==> src/rtl/scl_pkg.sv <==
package scl_pkg;

  localparam int unsigned DIV_W = 5;

  typedef enum logic [1:0] {
    PH_IDLE = 2'd0,
    PH_LOW  = 2'd1,
    PH_HIGH = 2'd2
  } scl_phase_e;

  typedef struct packed {
    logic             nine;
    logic             fast;
    logic [DIV_W-1:0] div;
  } scl_cfg_t;

endpackage

==> src/rtl/scl_timing.sv <==
module scl_timing
  import scl_pkg::*;
#(
  parameter int unsigned STD_MUL      = 8,
  parameter int unsigned FAST_MUL     = 4,
  parameter int unsigned STD_MIN      = 5,
  parameter int unsigned FAST_MIN     = 3,
  parameter int unsigned SPECIAL_CODE = 5,
  parameter int unsigned SPECIAL_LOW  = 6,
  parameter int unsigned SPECIAL_HIGH = 4,
  parameter int unsigned CNT_W        = 7
) (
  input  logic [DIV_W-1:0] div,
  input  logic             fast,
  output logic             legal,
  output logic [CNT_W-1:0] low_len,
  output logic [CNT_W-1:0] high_len
);

  localparam int unsigned STD_HALF  = STD_MUL / 2;
  localparam int unsigned FAST_HALF = FAST_MUL / 2;

  logic [CNT_W-1:0] std_half_len;
  logic [CNT_W-1:0] fast_half_len;
  logic             special_sel;

  always_comb begin
    std_half_len  = CNT_W'(div) * CNT_W'(STD_HALF);
    fast_half_len = CNT_W'(div) * CNT_W'(FAST_HALF);
    special_sel   = fast && (div == DIV_W'(SPECIAL_CODE));
    if (fast) begin
      legal = (div >= DIV_W'(FAST_MIN));
    end else begin
      legal = (div >= DIV_W'(STD_MIN));
    end
    if (special_sel) begin
      low_len  = CNT_W'(SPECIAL_LOW);
      high_len = CNT_W'(SPECIAL_HIGH);
    end else if (fast) begin
      low_len  = fast_half_len;
      high_len = fast_half_len;
    end else begin
      low_len  = std_half_len;
      high_len = std_half_len;
    end
  end

endmodule

==> src/rtl/scl_phase_ctr.sv <==
module scl_phase_ctr #(
  parameter int unsigned CNT_W = 7
) (
  input  logic             clk,
  input  logic             rst_n,
  input  logic             load,
  input  logic [CNT_W-1:0] load_val,
  input  logic             dec,
  output logic             zero
);

  logic [CNT_W-1:0] cnt_q;
  logic [CNT_W-1:0] cnt_d;

  always_comb begin
    cnt_d = cnt_q;
    if (load) begin
      cnt_d = load_val;
    end else if (dec) begin
      cnt_d = cnt_q - CNT_W'(1);
    end
  end

  always_ff @(posedge clk or negedge rst_n) begin
    if (!rst_n) begin
      cnt_q <= '0;
    end else if (load || dec) begin
      cnt_q <= cnt_d;
    end
  end

  assign zero = (cnt_q == '0);

  // a phase never counts past its end
  assert_ctr_no_underflow_R3: assert property (
    @(posedge clk) disable iff (!rst_n) dec |-> !zero);

  // loading a new phase and counting one down are exclusive
  assert_ctr_load_excl_R6: assert property (
    @(posedge clk) disable iff (!rst_n) !(load && dec));

endmodule

==> src/rtl/scl_clkgen.sv <==
module scl_clkgen
  import scl_pkg::*;
#(
  parameter int unsigned STD_MUL      = 8,
  parameter int unsigned FAST_MUL     = 4,
  parameter int unsigned STD_MIN      = 5,
  parameter int unsigned FAST_MIN     = 3,
  parameter int unsigned SPECIAL_CODE = 5,
  parameter int unsigned SPECIAL_LOW  = 6,
  parameter int unsigned SPECIAL_HIGH = 4,
  parameter int unsigned BYTE_BITS    = 8
) (
  input  logic             clk,
  input  logic             rst_n,
  input  logic             cfg_we,
  input  logic [DIV_W-1:0] cfg_div,
  input  logic             cfg_fast,
  input  logic             cfg_nine,
  input  logic             byte_start,
  input  logic             byte_stop,
  output logic             scl,
  output logic             tick_rise,
  output logic             tick_fall
);

  localparam int unsigned MAX_PHASE = ((1 << DIV_W) - 1) * (STD_MUL / 2);
  localparam int unsigned CNT_W     = $clog2(MAX_PHASE + 1);
  localparam int unsigned BIT_W     = $clog2(BYTE_BITS + 2);

  // reset synchronizer: asserts at once, releases on the clock
  logic [1:0] rst_sync_q;
  logic       rst_sync_n;

  always_ff @(posedge clk or negedge rst_n) begin
    if (!rst_n) begin
      rst_sync_q <= 2'b00;
    end else begin
      rst_sync_q <= {rst_sync_q[0], 1'b1};
    end
  end

  assign rst_sync_n = rst_sync_q[1];

  scl_cfg_t         cfg_q, cfg_d;
  scl_phase_e       st_q, st_d;
  logic [BIT_W-1:0] bit_q, bit_d;
  logic             stop_q, stop_d;
  logic             scl_q, scl_d;
  logic             trise_q, trise_d;
  logic             tfall_q, tfall_d;

  logic             legal;
  logic [CNT_W-1:0] low_len;
  logic [CNT_W-1:0] high_len;
  logic             ctr_load;
  logic [CNT_W-1:0] ctr_val;
  logic             ctr_dec;
  logic             ctr_zero;
  logic [BIT_W-1:0] nbits;
  logic             last_bit;

  scl_timing #(
    .STD_MUL      (STD_MUL),
    .FAST_MUL     (FAST_MUL),
    .STD_MIN      (STD_MIN),
    .FAST_MIN     (FAST_MIN),
    .SPECIAL_CODE (SPECIAL_CODE),
    .SPECIAL_LOW  (SPECIAL_LOW),
    .SPECIAL_HIGH (SPECIAL_HIGH),
    .CNT_W        (CNT_W)
  ) u_timing (
    .div      (cfg_q.div),
    .fast     (cfg_q.fast),
    .legal    (legal),
    .low_len  (low_len),
    .high_len (high_len)
  );

  scl_phase_ctr #(
    .CNT_W (CNT_W)
  ) u_ctr (
    .clk      (clk),
    .rst_n    (rst_sync_n),
    .load     (ctr_load),
    .load_val (ctr_val),
    .dec      (ctr_dec),
    .zero     (ctr_zero)
  );

  assign nbits    = BIT_W'(BYTE_BITS) + BIT_W'(cfg_q.nine);
  assign last_bit = ((bit_q + BIT_W'(1)) == nbits);

  always_comb begin
    cfg_d    = cfg_q;
    st_d     = st_q;
    bit_d    = bit_q;
    stop_d   = stop_q;
    scl_d    = scl_q;
    trise_d  = 1'b0;
    tfall_d  = 1'b0;
    ctr_load = 1'b0;
    ctr_val  = low_len - CNT_W'(1);
    ctr_dec  = 1'b0;
    if (cfg_we) begin
      cfg_d.div  = cfg_div;
      cfg_d.fast = cfg_fast;
      cfg_d.nine = cfg_nine;
      st_d       = PH_IDLE;
      bit_d      = '0;
      stop_d     = 1'b0;
      scl_d      = 1'b1;
      ctr_load   = 1'b1;
      ctr_val    = '0;
    end else begin
      unique case (st_q)
        PH_IDLE: begin
          if (byte_start && legal) begin
            st_d     = PH_LOW;
            scl_d    = 1'b0;
            tfall_d  = 1'b1;
            bit_d    = '0;
            stop_d   = 1'b0;
            ctr_load = 1'b1;
          end
        end
        PH_LOW: begin
          if (byte_stop) begin
            stop_d = 1'b1;
          end
          if (ctr_zero) begin
            st_d     = PH_HIGH;
            scl_d    = 1'b1;
            trise_d  = 1'b1;
            ctr_load = 1'b1;
            ctr_val  = high_len - CNT_W'(1);
          end else begin
            ctr_dec = 1'b1;
          end
        end
        PH_HIGH: begin
          if (ctr_zero) begin
            bit_d = bit_q + BIT_W'(1);
            if (last_bit || stop_q || byte_stop) begin
              st_d   = PH_IDLE;
              stop_d = 1'b0;
            end else begin
              st_d     = PH_LOW;
              scl_d    = 1'b0;
              tfall_d  = 1'b1;
              ctr_load = 1'b1;
            end
          end else begin
            ctr_dec = 1'b1;
            if (byte_stop) begin
              stop_d = 1'b1;
            end
          end
        end
        default: begin
          st_d  = PH_IDLE;
          scl_d = 1'b1;
        end
      endcase
    end
  end

  always_ff @(posedge clk or negedge rst_sync_n) begin
    if (!rst_sync_n) begin
      cfg_q   <= '0;
      st_q    <= PH_IDLE;
      bit_q   <= '0;
      stop_q  <= 1'b0;
      scl_q   <= 1'b1;
      trise_q <= 1'b0;
      tfall_q <= 1'b0;
    end else begin
      if (cfg_we) begin
        cfg_q <= cfg_d;
      end
      st_q    <= st_d;
      bit_q   <= bit_d;
      stop_q  <= stop_d;
      scl_q   <= scl_d;
      trise_q <= trise_d;
      tfall_q <= tfall_d;
    end
  end

  assign scl       = scl_q;
  assign tick_rise = trise_q;
  assign tick_fall = tfall_q;

  // an illegal code keeps the line released and quiet
  assert_illegal_quiet_R2: assert property (
    @(posedge clk) disable iff (!rst_sync_n)
    !legal |-> (scl_q && !trise_q && !tfall_q));

  // strobes never coincide
  assert_tick_excl_R6: assert property (
    @(posedge clk) disable iff (!rst_sync_n)
    $onehot0({trise_q, tfall_q}));

  // the fall strobe sits on a real high-to-low change
  assert_fall_edge_R6: assert property (
    @(posedge clk) disable iff (!rst_sync_n)
    tfall_q |-> (!scl_q && $past(scl_q)));

  // the rise strobe sits on a real low-to-high change
  assert_rise_edge_R6: assert property (
    @(posedge clk) disable iff (!rst_sync_n)
    trise_q |-> (scl_q && !$past(scl_q)));

  // the period count never passes the byte length
  assert_bits_bound_R7: assert property (
    @(posedge clk) disable iff (!rst_sync_n)
    bit_q <= nbits);

  // a control write parks the generator on the next edge
  assert_cfg_parks_R9: assert property (
    @(posedge clk) disable iff (!rst_sync_n)
    cfg_we |=> (scl_q && (st_q == PH_IDLE) && !tfall_q && !trise_q));

endmodule

==> config.mk <==
export PLATFORM = sky130hd
export DESIGN_NAME = scl_clkgen
export DESIGN_NICKNAME = d
export VERILOG_FILES = /design/src/rtl/scl_pkg.sv /design/src/rtl/scl_timing.sv /design/src/rtl/scl_phase_ctr.sv /design/src/rtl/scl_clkgen.sv
export SDC_FILE = /design/constraint.sdc
export NUM_CORES = 1
export LEC_CHECK = 0
export ABC_AREA = 1
export ABC_CLOCK_PERIOD_IN_PS = 1000
export BUFFER_PORTS_ARGS = -buffer_cell sky130_fd_sc_hd__buf_2
export CORE_UTILIZATION = 56
export DETAILED_ROUTE_END_ITERATION = 8
export MAX_ROUTING_LAYER = met4
export PLACE_DENSITY_LB_ADDON = 0.2
export SETUP_SLACK_MARGIN = 0.5
export SKIP_CTS_REPAIR_TIMING = 1
export SYNTH_ARGS = -nofsm -noshare
export SYNTH_HDL_FRONTEND = slang
export SYNTH_SLANG_ARGS = --single-unit
==> constraint.sdc <==
create_clock -name clk -period 1 [get_ports clk]
set_input_delay 0.15 -clock clk [delete_from_list [all_inputs] [get_ports clk]]
set_output_delay 0.15 -clock clk [all_outputs]
set_load 0.1 [all_outputs]
# Word-level counts from Yosys, hierarchy flattened
# Index checks and enable logic that the tools add are counted.
# totals
reg_bits,26
input_bits,12
output_inout_bits,3
word_cells,86
# classes
n_addsub,5
n_lt_le_gt_ge,2
n_eq_ne,9
n_mux,43
reduce_logical,16
# ops
op,count
2-to-1 mux 7 bit,8
2-to-1 mux 1 bit,22
"subtractor 7 x 1 -> 7 bit, second input constant",3
2-to-1 mux 4 bit,3
"inequality test 3 bit, second input constant",4
case mux 1 bit (3 select lines),3
AND reduction 3 bit,3
2-to-1 mux 2 bit,4
case mux 4 bit (2 select lines),1
logical NOT 7 bit,1
case mux 2 bit (3 select lines),1
"== test 5 x 3 -> 1 bit, second input constant",1
">= comparator 5 x 2 -> 1 bit, second input constant",1
">= comparator 5 x 3 -> 1 bit, second input constant",1
"adder 4 x 1 -> 4 bit, first input constant",1
"adder 4 x 1 -> 4 bit, second input constant",1
== test 4 bit,1
"inequality test 4 bit, second input constant",1
AND reduction 4 bit,1
nonzero test 4 bit,1
logical OR 1 bit,3
nonzero test 3 bit,1
"== test 2 x 1 -> 1 bit, second input constant",1
"== test 2 bit, second input constant",1
other kinds (6),7

# Logic depth before layout (Yosys ltp)
# Gate-level depths: netlist (run 1).
# depth
depth_word,10
mapped_depth,14
mapped_depth_nobuf,13

# Modules after synthesis
# Synthesis (run 1) repeated with hierarchy kept, for this count alone.
# hier_totals
cells_unflattened,272
hier_area_um2,1955.6
# by_module_without_submodules
module,n_inst,cells_per_inst,area_per_inst_um2,seq_area_each_um2
scl_clkgen,1,180,1308.8,476.7
scl_phase_ctr,1,58,456.7,175.2
scl_timing,1,34,190.2,0.0

# Worst setup path after synthesis (run 1)
# No wires, ideal clock.
# synth_timing
kind,flip-flop to flip-flop
from,register cfg_q[5] (netlist bit)
to,register u_ctr.cnt_q[3]
setup_ps,113
t_arrival_ps,1586
required_time_ps,887
setup_slack_ps,-699
stages_incl_launch_ff,14
n_path_buf,1
synth_period_minus_slack_ps,1699
cell_sequence,dfrtp_1 > buf_4 > nand2_1 > inv_2 > nand4_1 > and2_1 > ha_1 > nand3_1 > nand2_2 > xnor2_1 > nand3_1 > nand2_1 > nand2_1 > inv_1
# synth_between
elab_chain_cells,7
elab_cells_between_ends,18
classes_between,2 x add/sub; 11 x mux; 5 x reduce/logical
# synth_rtl
item,line_no,source
start: declaration,scl_clkgen.sv:44,"scl_cfg_t cfg_q, cfg_d;"
start signal: assignment,scl_clkgen.sv:178,cfg_q <= cfg_d;
2-to-1 mux 7 bit (tied with other cells),scl_timing.sv:39,end else if (fast) begin
2-to-1 mux 7 bit or logical AND 1 bit (tied branches),"scl_timing.sv:36, scl_clkgen.sv:117",
subtractor 7 x 1 -> 7 bit (tied with other cells),scl_clkgen.sv:102,ctr_val = low_len - CNT_W'(1);
2-to-1 mux 7 bit or case mux 1 bit (3 select lines) (tied branches),"scl_clkgen.sv:130, scl_clkgen.sv:115",
2-to-1 mux 7 bit or 2-to-1 mux 1 bit (tied branches),"scl_clkgen.sv:115, scl_clkgen.sv:104",
2-to-1 mux 7 bit (tied with other cells),scl_clkgen.sv:104,if (cfg_we) begin
2-to-1 mux 7 bit or AND reduction 2 bit (tied branches),-,
end signal: assignment,scl_phase_ctr.sv:28,cnt_q <= cnt_d;
end: declaration,scl_phase_ctr.sv:12,logic [CNT_W-1:0] cnt_q;
# Parallel ways exist; a longest one is shown, timed or not.
# A chain may end at the register's enable or synchronous reset.

# Worst setup path after layout (run 1)
# layout_timing
from,register cfg_q[3] (netlist bit)
to,register u_ctr.cnt_q[3]
# layout_between
elab_chain_cells,8
elab_cells_between_ends,20
classes_between,2 x add/sub; 2 x order compare; 1 x eq/ne; 10 x mux; 5 x reduce/logical
# layout_rtl
item,line_no,source
== test 5 x 3 -> 1 bit (tied with other cells),scl_timing.sv:30,special_sel = fast && (div == DIV_W'(SPECIAL_CODE));
logical AND 1 bit or 2-to-1 mux 1 bit (tied branches),"scl_timing.sv:30, scl_timing.sv:31",
2-to-1 mux 7 bit or logical AND 1 bit (tied branches),"scl_timing.sv:36, scl_clkgen.sv:117",
subtractor 7 x 1 -> 7 bit (tied with other cells),scl_clkgen.sv:102,
2-to-1 mux 7 bit or case mux 1 bit (3 select lines) (tied branches),"scl_clkgen.sv:130, scl_clkgen.sv:115",
2-to-1 mux 7 bit or 2-to-1 mux 1 bit (tied branches),"scl_clkgen.sv:115, scl_clkgen.sv:104",
2-to-1 mux 7 bit (tied with other cells),scl_clkgen.sv:104,
2-to-1 mux 7 bit or AND reduction 2 bit (tied branches),-,
# Parallel ways exist; a longest one is shown, timed or not.

==> flow_metrics.py, run 1 <==
metrics = {
    "floorplanning": {
        "dieHeight_um": 58.0,
        "num_rows": 19,
        "die_w_um": 58.0,
        "core_mm2": 0.00285,
        "ios": 15,
        "start_util_pct": 61.6,
        "die_area_mm2": 0.00337,
    },
    "min_path": {
        "hold_path.class": "in -> reg",
        "holdPathStages": 3,
    },
    "setup_path": {
        "crit_top_cell": "nand2_1",
        "endpoint_kind": "flip-flop",
        "worst-endpoint-required_ps": 1280,
        "critPathBufInv": 2,
        "slowest_delay_ps": 460,
        "cp-start-kind": "flip-flop",
        "crit_slowest_cell": "dfrtp_1",
        "critPathMaxFanout": 4,
        "path_class": "reg -> reg",
        "worstRegToRegCells": 12,
        "worstPathArrival_ps": 2350,
        "worstPathCellList": "nor2_2 > nand4_1 > buf_4 > nand2_4 > ha_4 > nand3_2 > nand2_2 > xnor2_1 > nand3_1 > nand2_1 > nand2_1 > inv_1",
        "cp_num_cells": 12,
        "cpLargestDelayFamily": "simple AND/OR/NAND/NOR gates",
    },
    "global_routing": {
        "antenna_found_initial": 0,
        "gr-max-usage-layer": "met2",
        "grt_pass1_wl_um": 7380,
        "overflow": 0,
        "grt_pass1_vias": 1813,
        "grt_use_met1_pct": 32.4,
        "grtUsageMet2_pct": 53.0,
        "met3_usage_pct": 3.79,
        "grt_max_degree": 25,
        "grt_usage_pct": 29.6,
    },
    "outcome": {
        "violations": "DRC, hold timing, setup timing",
        "status": "complete, but fails checks",
    },
    "yosys": {
        "synth-compound-area-share_pct": 9.33,
        "synth_edf_count": 0,
        "synth_top_area_share_pct": 35.6,
        "yosysWarningCount": 0,
        "async_flop_share_pct": 100,
        "netlist-cell-type-count": 31,
        "yosys-top-cells-area": "dfrtp_1 36%, nand2_1 15%, inv_1 6.8%",
        "synth_cells": 242,
        "ys_ff_latch": 26,
        "yosys.area_share.adder_pct": 6.41,
        "synth_mux_area_share_pct": 0,
        "yosysMostFrequentCell": "nand2_1",
        "yosysTopAreaCell": "dfrtp_1",
        "synthXorXnorAreaFrac_pct": 1.50,
        "synthSimpleGateAreaFrac_pct": 36.3,
        "syn-num-nets": 263,
        "synth_seq_area_share_pct": 37.1,
        "synth_top_family_by_area": "simple AND/OR/NAND/NOR gates",
        "synth_ff_type": "dfrtp_1",
        "ys_top_cells_by_count": "68 x nand2_1, 32 x inv_1, 25 x dfrtp_1",
        "avgSynthCellArea_um2": 7.26,
        "synth_area_mm2": 0.00176,
    },
    "timing": {
        "min_period_over_period_pct": 207,
        "fin_hold_ws_ps": -0.727,
        "fin_ws_ps": -1070,
        "rsz0062_at_grt": "true",
        "finalHoldViolCount": 1,
        "drv_slew": 0,
        "fin_skew_ps": 26.8,
        "period_minus_slack_ps": 2070,
        "finalSetupViolCount": 20,
        "clock.fmax_ghz": 0.482,
    },
    "drt": {
        "wl_per_cell_um": 21.9,
        "first_pass_iters": 9,
        "vias_per_cell": 6.80,
        "vias": 2380,
        "antenna_left": 0,
        "finalWirelength_um": 7670,
        "drc": 1,
        "drtIter0Drc": 447,
    },
    "power_and_ir_drop": {
        "netSwitchingFraction_pct": 48.4,
        "pwr-share-seq_pct": 22.5,
        "ir_worst_vdd_mv": 2.20,
        "power_frac_clock_pct": 11.2,
        "p_leak_nw": 1.37,
        "power_frac_comb_pct": 66.3,
        "internal_power_mw": 3.56,
        "switchingPower_mw": 3.35,
        "powerDensity_mw_per_mm2": 2550,
    },
    "clocking": {
        "clockBufferDepth": 2,
        "clk_latency_ps": 350,
        "cts_tree": "yes",
        "cts_root_buf": "clkbuf_4",
        "path_clk_slew_ps": 180,
        "cts_inserted_buffers": 3,
        "clock_sinks": 26,
        "htreeDepth": 1,
    },
    "layout": {
        "final_util_pct": 94.8,
        "layout.nets": 341,
        "area_delta_synth_final_pct": 54.0,
        "layout-drive-gt1-share_pct": 45.5,
        "n_antenna_cell": 0,
    },
    "job": {
        "cap_violations": 0,
    },
    "placement": {
        "io_buffers": 14,
        "place_congestion": 0.872,
        "hpwlAfterDp_um": 3400,
    },
}
==> per-layer routing <==
| layer | vias up | wire length (µm) |
|---|---|---|
| met5 | - | 0 |
| li1 | 942 | - |
| met2 | 270 | 3520 |
| met3 | 112 | 938 |
| met4 | 0 | 724 |
| met1 | 1056 | 2490 |
==> registers in the layout, summed over array words and instances, names as in the netlist <==
register     cells
bit_q            4
tick_rise        1
rst_sync_q       2
stop_q           1
scl              1
cfg_q            7
st_q             2
u_ctr.cnt_q      7
tick_fall        1
==> cell type report <==
| type | count | area, µm² |
|---|---|---|
| sequential | 26 | 667 |
| tap | 31 | 38.8 |
| fill | 87 | 148 |
| inverter | 35 | 136 |
| clock buffer | 3 | 22.5 |
| timing repair buffer | 78 | 669 |
| clock inverter | 1 | 30.0 |
| multi-input combinational | 176 | 1140 |
==> final timing paths <==
check	from	endpoint	slack, ps
worst max-delay path	cfg_q[3]	u_ctr.cnt_q[3]	-1070
worst min-delay path	cfg_div[1]	cfg_q[1]	-0.7
worst max register to register	cfg_q[3]	u_ctr.cnt_q[3]	-1070
worst min register to register	rst_sync_q[1]	tick_rise	260
max in group asynchronous	rst_sync_q[1]	scl	510
min in group asynchronous	rst_n	rst_sync_q[1]	70
==> layout by cell type (no fill, tap or decap), types with 2 or more instances in the layout <==
cell type and instances:
xor2_1 2, o21ai_0 8, buf_4 47, buf_6 15
buf_12 4, nand2_2 10, nand3_4 3, buf_2 10
nand3_1 17, o21ai_2 8, ha_4 3, clkbuf_4 4
nor2_1 12, a21oi_2 2, inv_1 22, inv_2 11
a21oi_1 5, nor3_1 2, dfrtp_4 3, nor2_2 5
o21ai_1 6, dfrtp_1 22, nand3_2 6, nand4_1 10
inv_4 2, nand2_4 3, ha_1 5, nand2_1 57
==> worst reg2reg max path, delay by kind of cell, from the launching register on <==
family / cells / cell delay (ps)
simple gates: 8 / 970
flops: 1 / 460
buf+inv: 2 / 300
fa+ha+maj: 1 / 140
xor+xnor: 1 / 130
==> logic make-up after synthesis <==
group / after synthesis
compound gates: 32
fa+ha+maj: 9
flops: 26
xor+xnor: 3
other cells: 1
buf+inv: 40
simple gates: 131
==> through the flow <==
stage	worst slack (ps)	setup TNS [ps]	cells	area, µm²	power, mW
global placement	-754	-9710	335	2360	4.83
floorplan	-662	-8150	242	1880	3.73
CTS	-853	-11860	339	2410	5.72
detailed placement	-805	-10670	335	2360	4.95
global route	-1070	-14820	350	2710	7.08
finish	-1070	-14330	350	2710	6.91
==> power by group through the flow <==
| stage | clock, mW | combinational, mW | sequential (mW) |
|---|---|---|---|
| 2_1_floorplan | 0 | 1.94 | 1.79 |
| 5_1_grt | 0.790 | 4.73 | 1.56 |
| 4_1_cts | 0.739 | 3.44 | 1.54 |
| 6_report | 0.773 | 4.58 | 1.56 |
| 3_5_place_dp | 0 | 3.39 | 1.56 |
| 3_3_place_gp | 0 | 3.28 | 1.55 |
No activity file was read; power rests on OpenSTA's default activity.
==> run 2, diff against run 1 <==
--- a/config.mk
+++ b/config.mk
@@ -12,6 +12,7 @@
 export DETAILED_ROUTE_END_ITERATION = 8
 export MAX_ROUTING_LAYER = met4
 export PLACE_DENSITY_LB_ADDON = 0.2
+export RECOVER_POWER = 100
 export SETUP_SLACK_MARGIN = 0.5
 export SKIP_CTS_REPAIR_TIMING = 1
 export SYNTH_ARGS = -nofsm -noshare
==> run 2 against run 1 <==
The flow finishes with violations (DRC, setup timing); clock power fell by 0.6%; final cell count did not move; combinational power hardly changed; highest routed layer unchanged; sequential share of layout area increased by 0.31 points; power down 0.60%; routed wire length decreased by 0.34%; non-clock buffer count stayed put; critical endpoint unchanged; via count down 2.1%.
==> flow_metrics.py, run 2 (synthesis gave the netlist of run 1 again) <==
metrics = {
    "outcome": {
        "status": "complete, but fails checks",
        "violations": "DRC, setup timing",
    },
    "timing": {
        "finalSetupViolCount": 20,
        "fin_hold_ws_ps": 9.20,
        "fin_skew_ps": 13.8,
        "fin_ws_ps": -1060,
        "finalHoldViolCount": 0,
        "clock.fmax_ghz": 0.485,
        "setup-tns-final_ps": -14420,
        "rsz0062_at_grt": "true",
        "drv_slew": 0,
        "period_minus_slack_ps": 2060,
        "min_period_over_period_pct": 206,
    },
    "drt": {
        "drc": 1,
        "vias": 2329,
        "drtIter0Drc": 427,
        "vias_per_cell": 6.65,
        "wl_per_cell_um": 21.8,
        "antenna_left": 0,
        "first_pass_iters": 9,
        "finalWirelength_um": 7650,
    },
    "min_path": {
        "hold_end": "cfg_q[1]",
        "holdCritStartpoint": "cfg_div[1]",
        "holdPathStages": 3,
        "hold_path.class": "in -> reg",
    },
    "layout": {
        "largestRegisters": "cfg_q (7), u_ctr.cnt_q (7), bit_q (4)",
        "n_antenna_cell": 0,
        "layout-drive-gt1-share_pct": 43.9,
        "layout.nets": 341,
        "mostFrequentLayoutCell": "nand2_1",
        "layout_common_cells": "57 x nand2_1, 47 x buf_4, 24 x inv_1",
        "area_delta_synth_final_pct": 52.1,
    },
    "placement": {
        "io_buffers": 14,
        "hpwlAfterDp_um": 3400,
        "place_congestion": 0.872,
        "dpl_worst_slack_ps": -805,
    },
    "clocking": {
        "cts_inserted_buffers": 3,
        "cts_root_buf": "clkbuf_4",
        "clk_latency_ps": 340,
        "cts_tree": "yes",
        "clockBufferDepth": 2,
        "path_clk_slew_ps": 170,
        "htreeDepth": 1,
        "clock_sinks": 26,
    },
    "floorplanning": {
        "die_w_um": 58.0,
        "dieHeight_um": 58.0,
        "core_mm2": 0.00285,
        "die_area_mm2": 0.00337,
        "ios": 15,
        "start_util_pct": 61.6,
        "num_rows": 19,
    },
    "setup_path": {
        "cpLargestDelayFamily": "simple AND/OR/NAND/NOR gates",
        "cp-start-kind": "flip-flop",
        "slowest_delay_ps": 440,
        "crit_slowest_cell": "dfrtp_1",
        "critPathBufInv": 2,
        "path_class": "reg -> reg",
        "endpoint_kind": "flip-flop",
        "crit_top_cell": "nand2_1",
        "worstRegToRegCells": 12,
        "worst-endpoint-required_ps": 1280,
        "crit-reg2reg-launch": "cfg_q[4]",
        "r2r-end": "u_ctr.cnt_q[3]",
        "reg2reg_slack_ps": -1060,
        "worstPathArrival_ps": 2340,
        "worstPathCellList": "nor2_2 > nand4_1 > buf_4 > nand2_4 > ha_4 > nand3_2 > nand2_2 > xnor2_1 > nand3_1 > nand2_1 > nand2_1 > inv_1",
        "critPathMaxFanout": 4,
    },
    "global_routing": {
        "overflow": 0,
        "antenna_found_initial": 0,
        "grt_pass1_wl_um": 7380,
        "grt_usage_pct": 29.6,
        "grt_pass1_vias": 1813,
        "grt_max_degree": 25,
    },
    "job": {
        "cap_violations": 0,
    },
    "power_and_ir_drop": {
        "ir_worst_vdd_mv": 2.18,
        "p_leak_nw": 1.36,
        "powerDensity_mw_per_mm2": 2570,
    },
}
-- run 2: changes by cell type in the layout (fill, tap and decap cells not counted) --
| cell | change |
|---|---|
| buf_12 | -1 |
| buf_2 | -1 |
| buf_6 | -2 |
| clkbuf_1 | +2 |
| clkbuf_2 | +2 |
| inv_1 | +2 |
| inv_2 | -2 |
| o21ai_0 | +1 |
| o21ai_2 | -1 |
-- run 2: per-stage QoR --
step | utilization, % | area, µm² | std cells | total power [mW]
after floorplan | - | 1880 | 242 | 3.73
after global placement | 82.8 | 2360 | 335 | 4.83
after detailed placement | 82.8 | 2360 | 335 | 4.95
after CTS | 84.6 | 2410 | 339 | 5.72
after global routing | 93.6 | 2670 | 350 | 7.06
final | 93.6 | 2670 | 350 | 6.87
-- run 2: worst max path at each step --
stage               startpoint        endpoint  slack, ps  cells after the start
finish                cfg_q[4]  u_ctr.cnt_q[3]      -1060                     12
floorplan             cfg_q[5]  u_ctr.cnt_q[3]       -660                     13
detailed placement    bit_q[1]  u_ctr.cnt_q[4]       -800                     12
CTS                   cfg_q[3]  u_ctr.cnt_q[5]       -850                     12
global placement      bit_q[1]  u_ctr.cnt_q[1]       -750                     12
global route          cfg_q[5]  u_ctr.cnt_q[5]      -1070                     12
-- run 2: worst reg2reg max path, stage by stage (launching register included) --
cell and delay [ps]:
dfrtp_1 440, nor2_2 180, nand4_1 210, buf_4 230, nand2_4 90, ha_4 140
nand3_2 60, nand2_2 100, xnor2_1 140, nand3_1 130, nand2_1 140, nand2_1 80
inv_1 70
-- run 2: layout make-up --
| cell class | count | area (µm²) |
|---|---|---|
| clock buffers | 3 | 22.5 |
| clock inverters | 1 | 30.0 |
| fillers | 96 | 181 |
| inverters | 35 | 136 |
| multi-input cells | 176 | 1140 |
| flip-flops and latches | 26 | 667 |
| well taps | 31 | 38.8 |
| repair buffers | 78 | 639 |
-- run 2: per-layer routing --
layer  wire, µm  part of all wire, %  GRT usage, %  vias up
li1           -                    -             -      941
met1       2520                   33          32.4     1035
met2       3550                   46          53.0      246
met3        906                   12          3.79      107
met4        667                  8.7          13.9        0
met5          0                    0             -        -
-- run 2: where the power goes --
group / switching [mW] / total, mW / internal [mW]
Clock: 0.362 / 0.768 / 0.406
Sequential: 0.229 / 1.55 / 1.32
Combinational: 2.73 / 4.55 / 1.82
Total: 3.32 / 6.87 / 3.54
==> run 3, diff against run 2 <==
--- a/config.mk
+++ b/config.mk
@@ -5,8 +5,8 @@
 export SDC_FILE = /design/constraint.sdc
 export NUM_CORES = 1
 export LEC_CHECK = 0
-export ABC_AREA = 1
-export ABC_CLOCK_PERIOD_IN_PS = 1000
+export ABC_AREA = 0
+export ABC_CLOCK_PERIOD_IN_PS = 2200
 export BUFFER_PORTS_ARGS = -buffer_cell sky130_fd_sc_hd__buf_2
 export CORE_UTILIZATION = 56
 export DETAILED_ROUTE_END_ITERATION = 8
@@ -17,4 +17,5 @@
 export SKIP_CTS_REPAIR_TIMING = 1
 export SYNTH_ARGS = -nofsm -noshare
 export SYNTH_HDL_FRONTEND = slang
+export SYNTH_HIERARCHICAL = 1
 export SYNTH_SLANG_ARGS = --single-unit
==> constraint.sdc (replaced) <==
create_clock -name clk -period 2.2 [get_ports clk]
set_input_delay 0.33 -clock clk [delete_from_list [all_inputs] [get_ports clk]]
set_output_delay 0.33 -clock clk [all_outputs]
set_load 0.1 [all_outputs]
==> run 3 against run 2 <==
The run ends with setup timing left; final cell count is 19% lower; setup slack improved by 860 ps; hold slack better by 92 ps; routed wire length fell by 46%; critical endpoint is now u_ctr/cnt_q[6]; non-clock buffer count is 33 lower; synthesized cell count down 16%; critical path depth shrank 1; largest power group unchanged; maximum frequency down 14%.
==> flow_metrics.py, run 3 <==
metrics = {
    "yosys": {
        "ys_top_cells_by_count": "25 x dfrtp_1, 19 x nor2_1, 18 x nand2_1",
        "synth_edf_count": 0,
        "yosys-top-cells-area": "dfrtp_1 33%, ha_1 6.0%, mux2_2 6.0%",
        "ys_ff_latch": 26,
        "yosysWarningCount": 6,
        "netlist-cell-type-count": 52,
        "synth_seq_area_share_pct": 34.8,
        "synth_top_area_share_pct": 33.4,
        "synth_ff_type": "dfrtp_1",
        "avgSynthCellArea_um2": 9.21,
        "yosysMostFrequentCell": "dfrtp_1",
        "yosysTopAreaCell": "dfrtp_1",
        "async_flop_share_pct": 100,
        "synth_area_mm2": 0.00187,
        "synth_cells": 203,
    },
    "job": {
        "cap_violations": 0,
    },
    "drt": {
        "wl_met1_um": 1780,
        "finalWirelength_um": 4130,
        "drtIter0Drc": 46,
        "wl_met3_um": 99,
        "drc": 0,
        "vias_per_cell": 5.65,
        "antenna_left": 0,
        "dr_wl_met2_um": 2200,
        "wl_per_cell_um": 14.5,
        "vias": 1609,
        "first_pass_iters": 4,
        "top_layer": "met4",
    },
    "layout": {
        "layout.nets": 263,
        "layout-drive-gt1-share_pct": 33.6,
        "fin_cells": 285,
        "area_delta_synth_final_pct": 22.6,
        "layout_common_cells": "25 x dfrtp_1, 25 x buf_4, 18 x nor2_1",
        "n_antenna_cell": 0,
        "final_util_pct": 73.9,
        "largestRegisters": "cfg_q (7), u_ctr/cnt_q (7), bit_q (4)",
    },
    "timing": {
        "fin_ws_ps": -202,
        "finalHoldViolCount": 0,
        "period_minus_slack_ps": 2400,
        "relSlewSlack_pct": 34.1,
        "clock.fmax_ghz": 0.416,
        "tightest_slew_ps": 988,
        "drv_slew": 0,
        "rsz0062_at_grt": "true",
        "fin_hold_ws_ps": 101,
        "finalSetupViolCount": 14,
        "fin_skew_ps": 9.97,
        "min_period_over_period_pct": 109,
    },
    "clocking": {
        "clk_latency_ps": 340,
        "cts_root_buf": "clkbuf_4",
        "clockBufferDepth": 2,
        "cts_tree": "yes",
        "cts_inserted_buffers": 3,
        "htreeDepth": 1,
        "clock_sinks": 26,
        "path_clk_slew_ps": 150,
    },
    "setup_path": {
        "worstPathArrival_ps": 2640,
        "r2r-end": "u_ctr/cnt_q[6]",
        "path_class": "reg -> reg",
        "crit-reg2reg-launch": "u_ctr/cnt_q[1]",
        "worstRegToRegCells": 11,
        "endpoint_kind": "flip-flop",
        "worst-endpoint-required_ps": 2430,
        "reg2reg_slack_ps": -200,
        "critPathMaxFanout": 5,
        "cp-start-kind": "flip-flop",
    },
    "power_and_ir_drop": {
        "powerDensity_mw_per_mm2": 1020,
        "p_leak_nw": 1.01,
        "ir_worst_vdd_mv": 0.453,
    },
    "floorplanning": {
        "die_area_mm2": 0.00358,
        "die_w_um": 59.8,
        "dieHeight_um": 59.8,
        "ios": 15,
        "num_rows": 20,
        "core_mm2": 0.00310,
        "start_util_pct": 60.3,
    },
    "global_routing": {
        "grt_max_degree": 19,
        "grt_pass1_vias": 1564,
        "grt_pass1_wl_um": 6460,
        "grt_usage_pct": 24.9,
        "antenna_found_initial": 0,
        "overflow": 0,
    },
    "placement": {
        "dpl_worst_slack_ps": -191,
        "dp.cells": 275,
        "hpwlAfterDp_um": 3120,
        "place_congestion": 0.895,
        "io_buffers": 14,
    },
    "outcome": {
        "violations": "setup timing",
        "status": "complete, but fails checks",
    },
    "min_path": {
        "hold_path.class": "reg -> async",
    },
}
## run 3: changes by cell type after synthesis, sizes merged, moves of 10 or more
cell,delta
mux2,+11
nand2,-53
nand3,-22
o21ai,-10
inv,-21
nand4,-11
## run 3: area by class of cell
cell class	instances	area (µm²)
tap	44	55.1
clock buffer	3	22.5
timing repair buffer	45	315
fill	259	810
multi-input combinational	152	1170
clock inverter	1	30.0
sequential	26	652
inverter	14	52.6
## run 3: where the power goes
part	internal, mW	switching [mW]
Combinational	0.610	0.734
Clock	0.184	0.152
Sequential	0.582	0.0788
Total	1.38	0.965
## run 3: how the worst max path moves through the flow
stage | from | end | slack [ps] | cells after the start
4_1_cts | u_ctr/cnt_q[0] | u_ctr/cnt_q[6] | -230 | 11
3_3_place_gp | u_ctr/cnt_q[0] | u_ctr/cnt_q[6] | -110 | 11
3_5_place_dp | u_ctr/cnt_q[0] | u_ctr/cnt_q[3] | -190 | 10
2_1_floorplan | u_ctr/cnt_q[0] | u_ctr/cnt_q[6] | -90 | 11
5_1_grt | u_ctr/cnt_q[0] | u_ctr/cnt_q[6] | -350 | 11
6_report | u_ctr/cnt_q[1] | u_ctr/cnt_q[6] | -200 | 11
## run 3: stage by stage
stage	area (µm²)	power, mW	TNS, ps
floorplan	1910	1.49	-518
global placement	2130	1.77	-631
detailed placement	2130	1.82	-1470
CTS	2180	2.16	-2020
global route	2290	2.47	-3480
finish	2290	2.34	-1940
## run 3: metal layers
metal	global-route usage [%]	vias to the layer above
met1	26.7	796
met4	11.0	0
met3	3.46	5
met5	-	-
met2	45.2	26
li1	-	782
## run 3: cell families after synthesis
| family | after synthesis | synth area share, % |
|---|---|---|
| multiplexers | 15 | 8.96 |
| AO/OA/AOI/OAI | 41 | 15.9 |
| adder cells (fa/ha/maj) | 9 | 6.02 |
| AND/OR/NAND/NOR | 70 | 20.3 |
| flip-flops | 26 | 34.8 |
| buffers and inverters | 26 | 7.09 |
| other | 2 | 0.401 |
| XOR/XNOR | 14 | 6.56 |
## run 3: worst max-delay path, stage by stage, from the launching register on
cell and delay, ps:
dfrtp_1 410, inv_1 70, ha_2 180, or4b_4 480, nor3_4 210, nand2_1 80, o31ai_1 200, o21ai_1 140
a22oi_2 230, inv_2 80, o211ai_1 100, nand3_1 110
